--- src/rtl/adcser_pkg.sv ---
package adcser_pkg;

    typedef enum logic [1:0] {
        PH_IDLE = 2'd0,
        PH_CONV = 2'd1,
        PH_ACQ  = 2'd2
    } phase_e;

    typedef struct packed {
        logic cs_lo;
        logic cs_fall;
        logic cs_rise;
        logic sck_fall;
        logic sck_rise;
    } pin_ev_t;

endpackage

--- src/rtl/adcser_frame.sv ---
module adcser_frame
    import adcser_pkg::*;
#(
    parameter int              DATA_W     = 14,
    parameter int              CONV_EDGES = 18,
    parameter logic [DATA_W-1:0] BAD_CODE = 14'h2AAA
) (
    input  logic              clk,
    input  logic              rst_n,
    input  pin_ev_t           ev,
    input  logic [DATA_W-1:0] smp_word,
    output logic [DATA_W-1:0] result,
    output logic              result_bad,
    output phase_e            phase,
    output logic [$clog2(CONV_EDGES+1)-1:0] fall_cnt
);
    localparam int CW = $clog2(CONV_EDGES + 1);
    localparam logic [CW-1:0] LAST_EDGE = CW'(CONV_EDGES - 1);

    typedef struct packed {
        phase_e            phase;
        logic [CW-1:0]     cnt;
        logic [DATA_W-1:0] hold;
        logic [DATA_W-1:0] result;
        logic              bad;
    } frm_st_t;

    frm_st_t f_d, f_q;
    logic [DATA_W-1:0] conv_word;

    always_comb begin
        f_d       = f_q;
        conv_word = f_q.hold;

        if (ev.cs_fall) begin
            f_d.cnt   = '0;
            f_d.phase = PH_CONV;
        end

        if (ev.sck_fall && f_q.phase == PH_CONV) begin
            if (f_q.cnt == '0) begin
                conv_word = smp_word;
                f_d.hold  = smp_word;
            end
            f_d.cnt = f_q.cnt + 1'b1;
            if (f_q.cnt == LAST_EDGE) begin
                f_d.result = conv_word;
                f_d.bad    = 1'b0;
                f_d.phase  = PH_ACQ;
            end
        end

        if (ev.cs_rise) begin
            if (f_q.phase == PH_CONV) begin
                f_d.result = BAD_CODE;
                f_d.bad    = 1'b1;
            end
            f_d.phase = PH_IDLE;
        end
    end

    always_ff @(posedge clk or negedge rst_n) begin
        if (!rst_n) begin
            f_q <= '{phase: PH_IDLE, cnt: '0, hold: '0, result: '0, bad: 1'b0};
        end else begin
            f_q <= f_d;
        end
    end

    assign result     = f_q.result;
    assign result_bad = f_q.bad;
    assign phase      = f_q.phase;
    assign fall_cnt   = f_q.cnt;

endmodule

--- config.mk ---
export PLATFORM = sky130hd
export DESIGN_NAME = adcser_frame
export DESIGN_NICKNAME = d
export VERILOG_FILES = /design/src/rtl/adcser_pkg.sv /design/src/rtl/adcser_frame.sv
export SDC_FILE = /design/constraint.sdc
export NUM_CORES = 1
export LEC_CHECK = 0
export ABC_AREA = 1
export BUFFER_PORTS_ARGS = -buffer_cell sky130_fd_sc_hd__buf_2
export CAP_MARGIN = 20
export CORE_MARGIN = 4
export CORE_UTILIZATION = 30
export DETAILED_ROUTE_END_ITERATION = 10
export GPL_ROUTABILITY_DRIVEN = 0
export SYNTH_ARGS = -nofsm -noshare
export SYNTH_HDL_FRONTEND = slang
export SYNTH_SLANG_ARGS = --single-unit
--- constraint.sdc ---
create_clock -name clk -period 2.7 [get_ports clk]
set_input_delay 0.405 -clock clk [delete_from_list [all_inputs] [get_ports clk]]
set_output_delay 0.405 -clock clk [all_outputs]
set_load 0.02 [all_outputs]
==> impl_metrics.env, run 1 <==
export IMPL_r2r_slack_ns=0.90
export IMPL_cts_buffers=5
export IMPL_timing_setup_critical_path_class="flop to flop"
export IMPL_initial_core_utilization_pct=31.19
export IMPL_leakage_uw=0.001132
export IMPL_antenna_diode_count=0
export IMPL_worst_skew_pair_late_latency_ns=0.29
export IMPL_synth_sequential_area_ratio_pct=45.23
export IMPL_postSynthAreaPerCell_um2=8.000
export IMPL_setup_total_negative_slack_ns=0
export IMPL_fmaxAchievable_mhz=557.0
export IMPL_drtAntennaViolNets=0
export IMPL_hpwl_mm=2.931
export IMPL_antenna_found_initial=0
export IMPL_rsz0062_at_grt="no"
export IMPL_cts_repair_timing_setup_buffer_count=0
export IMPL_drv_max_cap_violation_count=0
export IMPL_top_level_ports=43
export IMPL_tritoncts_clock_tree="done"
export IMPL_drc=0
export IMPL_design_final_nets=292
export IMPL_synthDistinctLibCells=22
export IMPL_die_area_um2=8008
export IMPL_clock_tree_root_cell="clkbuf_8"
export IMPL_drive_gt1_share_pct=23.42
export IMPL_finalClockSkew_ns=0.009701
export IMPL_timing_critical_path_to_type="flop"
export IMPL_std_cell_rows=29
export IMPL_vias_per_cell=4.448
export IMPL_wirelength_mm=4.247
export IMPL_timing_critical_path_fanout_max=15
export IMPL_detail_route_wl_per_cell_um=12.27
export IMPL_drtIter0Drc=55
export IMPL_fillers=681
export IMPL_clk_pin_slew_worst_paths_ns=0.07
export IMPL_netlist_instances=249
export IMPL_cts_sinks=36
export IMPL_post_route_min_period_ns=1.795
export IMPL_grt_pass1_vias=1510
export IMPL_maximum_level_of_the_cts_h_tree=2
export IMPL_port_buffers=40
export IMPL_die_w_um=89.49
export IMPL_die_y_um=89.49
export IMPL_final_common_cell="nand2_1"
export IMPL_coreArea_um2=6386
export IMPL_pwr_density_cell_nw_per_um2=585.1
export IMPL_flow_area_growth_from_synthesis_pct=9.862
export IMPL_utilization_pct=34.27
export IMPL_ctsHoldBuffers=0
export IMPL_status="finished, final reports clean"
export IMPL_detailroute_via_count=1539
export IMPL_peakVddDrop_v=0.0002131
export IMPL_place_area_um2=2081
export IMPL_final_area_um2=2188
export IMPL_post_cts_resized=0
export IMPL_timing_critical_path_from="fall_cnt[0]$_DFFE_PN0P_"
export IMPL_worst_ep_arrival_time_ns=1.97
export IMPL_busiest_layer="met2"
export IMPL_mappedNetlistArea_um2=1992
export IMPL_hold_vio_cnt_final=0
export IMPL_layout_common_cells="nand2_1 (69), buf_2 (40), dfrtp_1 (36)"
export IMPL_hold_class="primary input to async pin"
export IMPL_start_kind="flop"
export IMPL_endpoints_failing_setup=0
export IMPL_wire_length_of_the_first_global_routing_pass_mm=7.224
export IMPL_grt_met3_usage_pct=4.332
export IMPL_dr_pass1_iters=4
export IMPL_max_slew_margin_rel_pct=46.28
export IMPL_ys_ff_latch=36
export IMPL_reg_to_reg_startpoint="fall_cnt[0]$_DFFE_PN0P_"
export IMPL_grtUsageMet1_pct=14.88
export IMPL_cts_path_max_buffers=2
export IMPL_synthesis_yosys_warnings=0
export IMPL_globalRoute_totalOverflow=0
export IMPL_final_period_utilization_pct=66.49
export IMPL_grtUsageMet2_pct=19.09
export IMPL_timing_critical_path_required_ns=2.87
export IMPL_grt_total_usage_pct=11.89
export IMPL_drv_slew=0
export IMPL_syn_num_nets=273
export IMPL_slew_worst_pin_ns=0.8058
export IMPL_grt_max_degree=37
-- metrics by stage --
stage               hold slack (ns)  setup WS (ns)  total power (uW)  std cells
finish                       0.2022         0.9048              1280        346
detailed placement           0.4647         0.8742             829.3        338
global placement             0.4546         0.8768             822.5        338
CTS                          0.2294         0.8783              1301        346
global route                 0.2756         0.6683              1367        346
floorplan                    0.1094          1.333             778.0        249
-- registers in the layout, summed over array words and instances (netlist names) --
name / flops
f_q: 14
result: 14
fall_cnt: 5
phase: 2
result_bad: 1
-- area by class of cell --
class | count | area, um^2 | share of cell area (%)
Tap cell | 77 | 96.34 | 4.403
Inverter | 27 | 101.3 | 4.631
Clock inverter | 2 | 35.03 | 1.601
Multi-Input combinational cell | 158 | 782.0 | 35.73
Sequential cell | 36 | 900.9 | 41.17
Timing Repair Buffer | 40 | 200.2 | 9.148
Clock buffer | 6 | 72.57 | 3.316
-- layer usage --
layer | up-vias | share of wire, %
li1 | 795 | -
met1 | 702 | 44
met2 | 40 | 48
met3 | 2 | 7.8
met4 | 0 | 0.64
met5 | - | 0
-- Yosys cell counts (all sizes together) --
library cell	instances	share of area, %
buf	28	10
nand2	77	16
o21ai	14	3.5
nand3	25	6.3
a21oi	8	2.2
nand3b	7	2.6
inv	27	5.1
or2	1	0.31
ha	3	1.9
nand4	2	0.63
nor2	21	6.0
dfrtp	36	45
-- kinds of logic after synthesis --
kind of cell | share of synthesized area (%)
fa+ha+maj | 1.885
compound gates | 5.716
flops | 45.23
simple gates | 31.66
buf+inv | 15.51
-- worst paths after layout --
check                                     endpoint  depth (start not counted)
max in group asynchronous  fall_cnt[4]$_DFFE_PN0P_                          1
hold / removal                 f_q[18]$_DFFE_PN0N_                          1
min in group clk                phase[1]$_DFF_PN0_                          2
setup / recovery               result[0]$_DFF_PN0_                          9
hold reg to reg               result_bad$_DFF_PN0_                          2
setup reg to reg               result[0]$_DFF_PN0_                          9
-- power by group --
part	internal, uW	switching [uW]	leakage (uW)
clock network	274	190	0.0000552
logic	65.0	132	0.000640
registers	593	25.9	0.000437
total	932	348	0.00113
-- worst max-delay path: stages, from the launching register on --
cell,delay (ns)
dfrtp_1,0.44
inv_1,0.12
ha_1,0.14
inv_1,0.05
nor2_4,0.31
nand2_2,0.28
nand2_1,0.12
nand2_1,0.07
nor2_1,0.10
nor2_1,0.05
Power figures use the tool's default switching activity.
==> run 2: changes to the inputs <==
Clock period 2.7 ns to 1.57 ns, I/O delays scaled along.
==> run 2 against run 1 <==
  * Routed wire length increased by 0.28%
  * Combinational power increased by 97%
  * Critical path type unchanged
  * Power increased by 66%
  * Final cell count increased by 3.2%
  * Highest routed layer unchanged
  * Flip-flop and latch count unchanged
  * Largest cell class unchanged
  * Clock power increased by 47%
  * Sequential share of layout area decreased by 1.6 points
  * Largest power group unchanged
  * Sequential power increased by 71%
==> impl_metrics.env, run 2 (synthesized netlist as in run 1, its figures left out) <==
export IMPL_status="finished, final reports clean"
export IMPL_timing_critical_path_required_ns=1.75
export IMPL_die_area_um2=8008
export IMPL_die_w_um=89.49
export IMPL_place_area_um2=2161
export IMPL_slew_worst_pin_ns=0.4305
export IMPL_hpwl_mm=3.155
export IMPL_start_kind="flop"
export IMPL_drc=0
export IMPL_final_period_utilization_pct=91.22
export IMPL_detailroute_via_count=1538
export IMPL_drv_max_cap_violation_count=0
export IMPL_die_y_um=89.49
export IMPL_setup_total_negative_slack_ns=0
export IMPL_final_area_um2=2282
export IMPL_grt_total_usage_pct=12.14
export IMPL_netSwitchingPower_uw=603.0
export IMPL_wirelength_mm=4.259
export IMPL_antenna_found_initial=0
export IMPL_wire_length_of_the_first_global_routing_pass_mm=7.224
export IMPL_drv_slew=0
export IMPL_portion_of_total_power_attributed_to_sequential_cells_pct=49.7
export IMPL_post_route_min_period_ns=1.432
export IMPL_drtAntennaViolNets=0
export IMPL_cts_buffers=5
export IMPL_initial_core_utilization_pct=31.19
export IMPL_design_final_nets=303
export IMPL_tritoncts_clock_tree="done"
export IMPL_coreArea_um2=6386
export IMPL_dr_pass1_iters=4
export IMPL_hold_worst_slack_ns=0.1053
export IMPL_maximum_level_of_the_cts_h_tree=2
export IMPL_port_buffers=40
export IMPL_clock_tree_root_cell="clkbuf_8"
export IMPL_timing_critical_path_to_type="flop"
export IMPL_combinationalPowerShare_pct=18.3
export IMPL_drive_gt1_share_pct=26.79
export IMPL_vias_per_cell=4.308
export IMPL_power_switching_share_pct=28.32
export IMPL_clk_pin_slew_worst_paths_ns=0.07
export IMPL_hold_vio_cnt_final=0
export IMPL_detail_route_wl_per_cell_um=11.93
export IMPL_worst_ep_arrival_time_ns=1.62
export IMPL_cts_sinks=36
export IMPL_fmaxAchievable_mhz=698.3
export IMPL_max_slew_margin_rel_pct=71.30
export IMPL_finalClockSkew_ns=0.003799
export IMPL_timing_setup_critical_path_class="flop to flop"
export IMPL_timing_critical_path_fanout_max=15
export IMPL_final_common_cell="nand2_1"
export IMPL_worst_skew_pair_late_latency_ns=0.29
export IMPL_grt_max_degree=27
export IMPL_globalRoute_totalOverflow=0
export IMPL_std_cell_rows=29
export IMPL_drtIter0Drc=44
export IMPL_antenna_diode_count=0
export IMPL_clkPwrFrac_pct=32.0
export IMPL_flow_area_growth_from_synthesis_pct=14.57
export IMPL_top_level_ports=43
export IMPL_leakage_uw=0.001180
export IMPL_pwr_density_cell_nw_per_um2=932.8
export IMPL_internal_power_uw=1526
export IMPL_cts_path_max_buffers=2
export IMPL_endpoints_failing_setup=0
export IMPL_grt_pass1_vias=1511
export IMPL_peakVddDrop_v=0.0003167
export IMPL_hold_class="primary input to flop"
export IMPL_layout_common_cells="nand2_1 (69), buf_2 (40), dfrtp_1 (35)"
==> run 2: power groups by stage <==
stage | Clock, uW | Sequential (uW) | Combinational, uW
after detailed placement | 0 | 1080 | 376
after global placement | 0 | 1070 | 367
final | 682 | 1060 | 389
after CTS | 710 | 1060 | 379
after floorplan | 0 | 1070 | 267
after global routing | 749 | 1070 | 460
==> run 2: final timing paths <==
check	start	endpoint	slack (ns)	depth (start not counted)
worst max-delay path	fall_cnt[0]$_DFFE_PN0P_	result[0]$_DFF_PN0_	0.14	9
worst min-delay path	ev[2]	phase[1]$_DFF_PN0_	0.11	2
worst max register to register	fall_cnt[0]$_DFFE_PN0P_	result[0]$_DFF_PN0_	0.14	9
worst min register to register	result_bad$_DFF_PN0_	result_bad$_DFF_PN0_	0.47	2
max in group asynchronous	rst_n	fall_cnt[0]$_DFFE_PN0P_	0.69	3
min in group asynchronous	rst_n	result[3]$_DFF_PN0_	0.42	2
==> run 2: cell type report <==
class                   instances  area [um^2]
repair buffers                 51        305.3
clock buffers                   8        90.09
fillers                       691         4104
inverters                      27        101.3
multi-input cells             158        787.0
well taps                      77        96.34
flip-flops and latches         36        902.1
==> run 2: repair_timing <==
action                                 4_1_cts  5_1_grt
gates resized for setup                      0        7
endpoints found under the hold margin       16        0
setup buffers                                0        1
hold buffers                                 1        0
setup endpoints to repair                    0       28
==> run 2: metal layers <==
layer	part of all wire (%)	track usage, %	vias to the layer above
li1	-	-	816
met1	47	15.67	685
met2	45	18.82	30
met3	6.1	3.871	7
met4	1.7	4.871	0
met5	0	0	-
==> run 2: worst max-delay path: stages (launching register included) <==
cell and delay, ns:
dfrtp_2 0.42, buf_4 0.15, ha_1 0.19, nand2_2 0.07, nor2_2 0.05, nand2_4 0.05
buf_4 0.22, nand2_1 0.07, nand2_1 0.06, nor2_1 0.05
==> run 2: through the flow <==
stage               setup slack (ns)  utilization (%)  std cells  power (uW)
floorplan                     0.2027                -        249        1338
global placement             0.07074            33.84        347        1442
detailed placement           0.03572            33.84        347        1453
CTS                          0.02166            35.40        356        2149
global route               -0.004966            35.74        357        2277
finish                        0.1379            35.74        357        2129
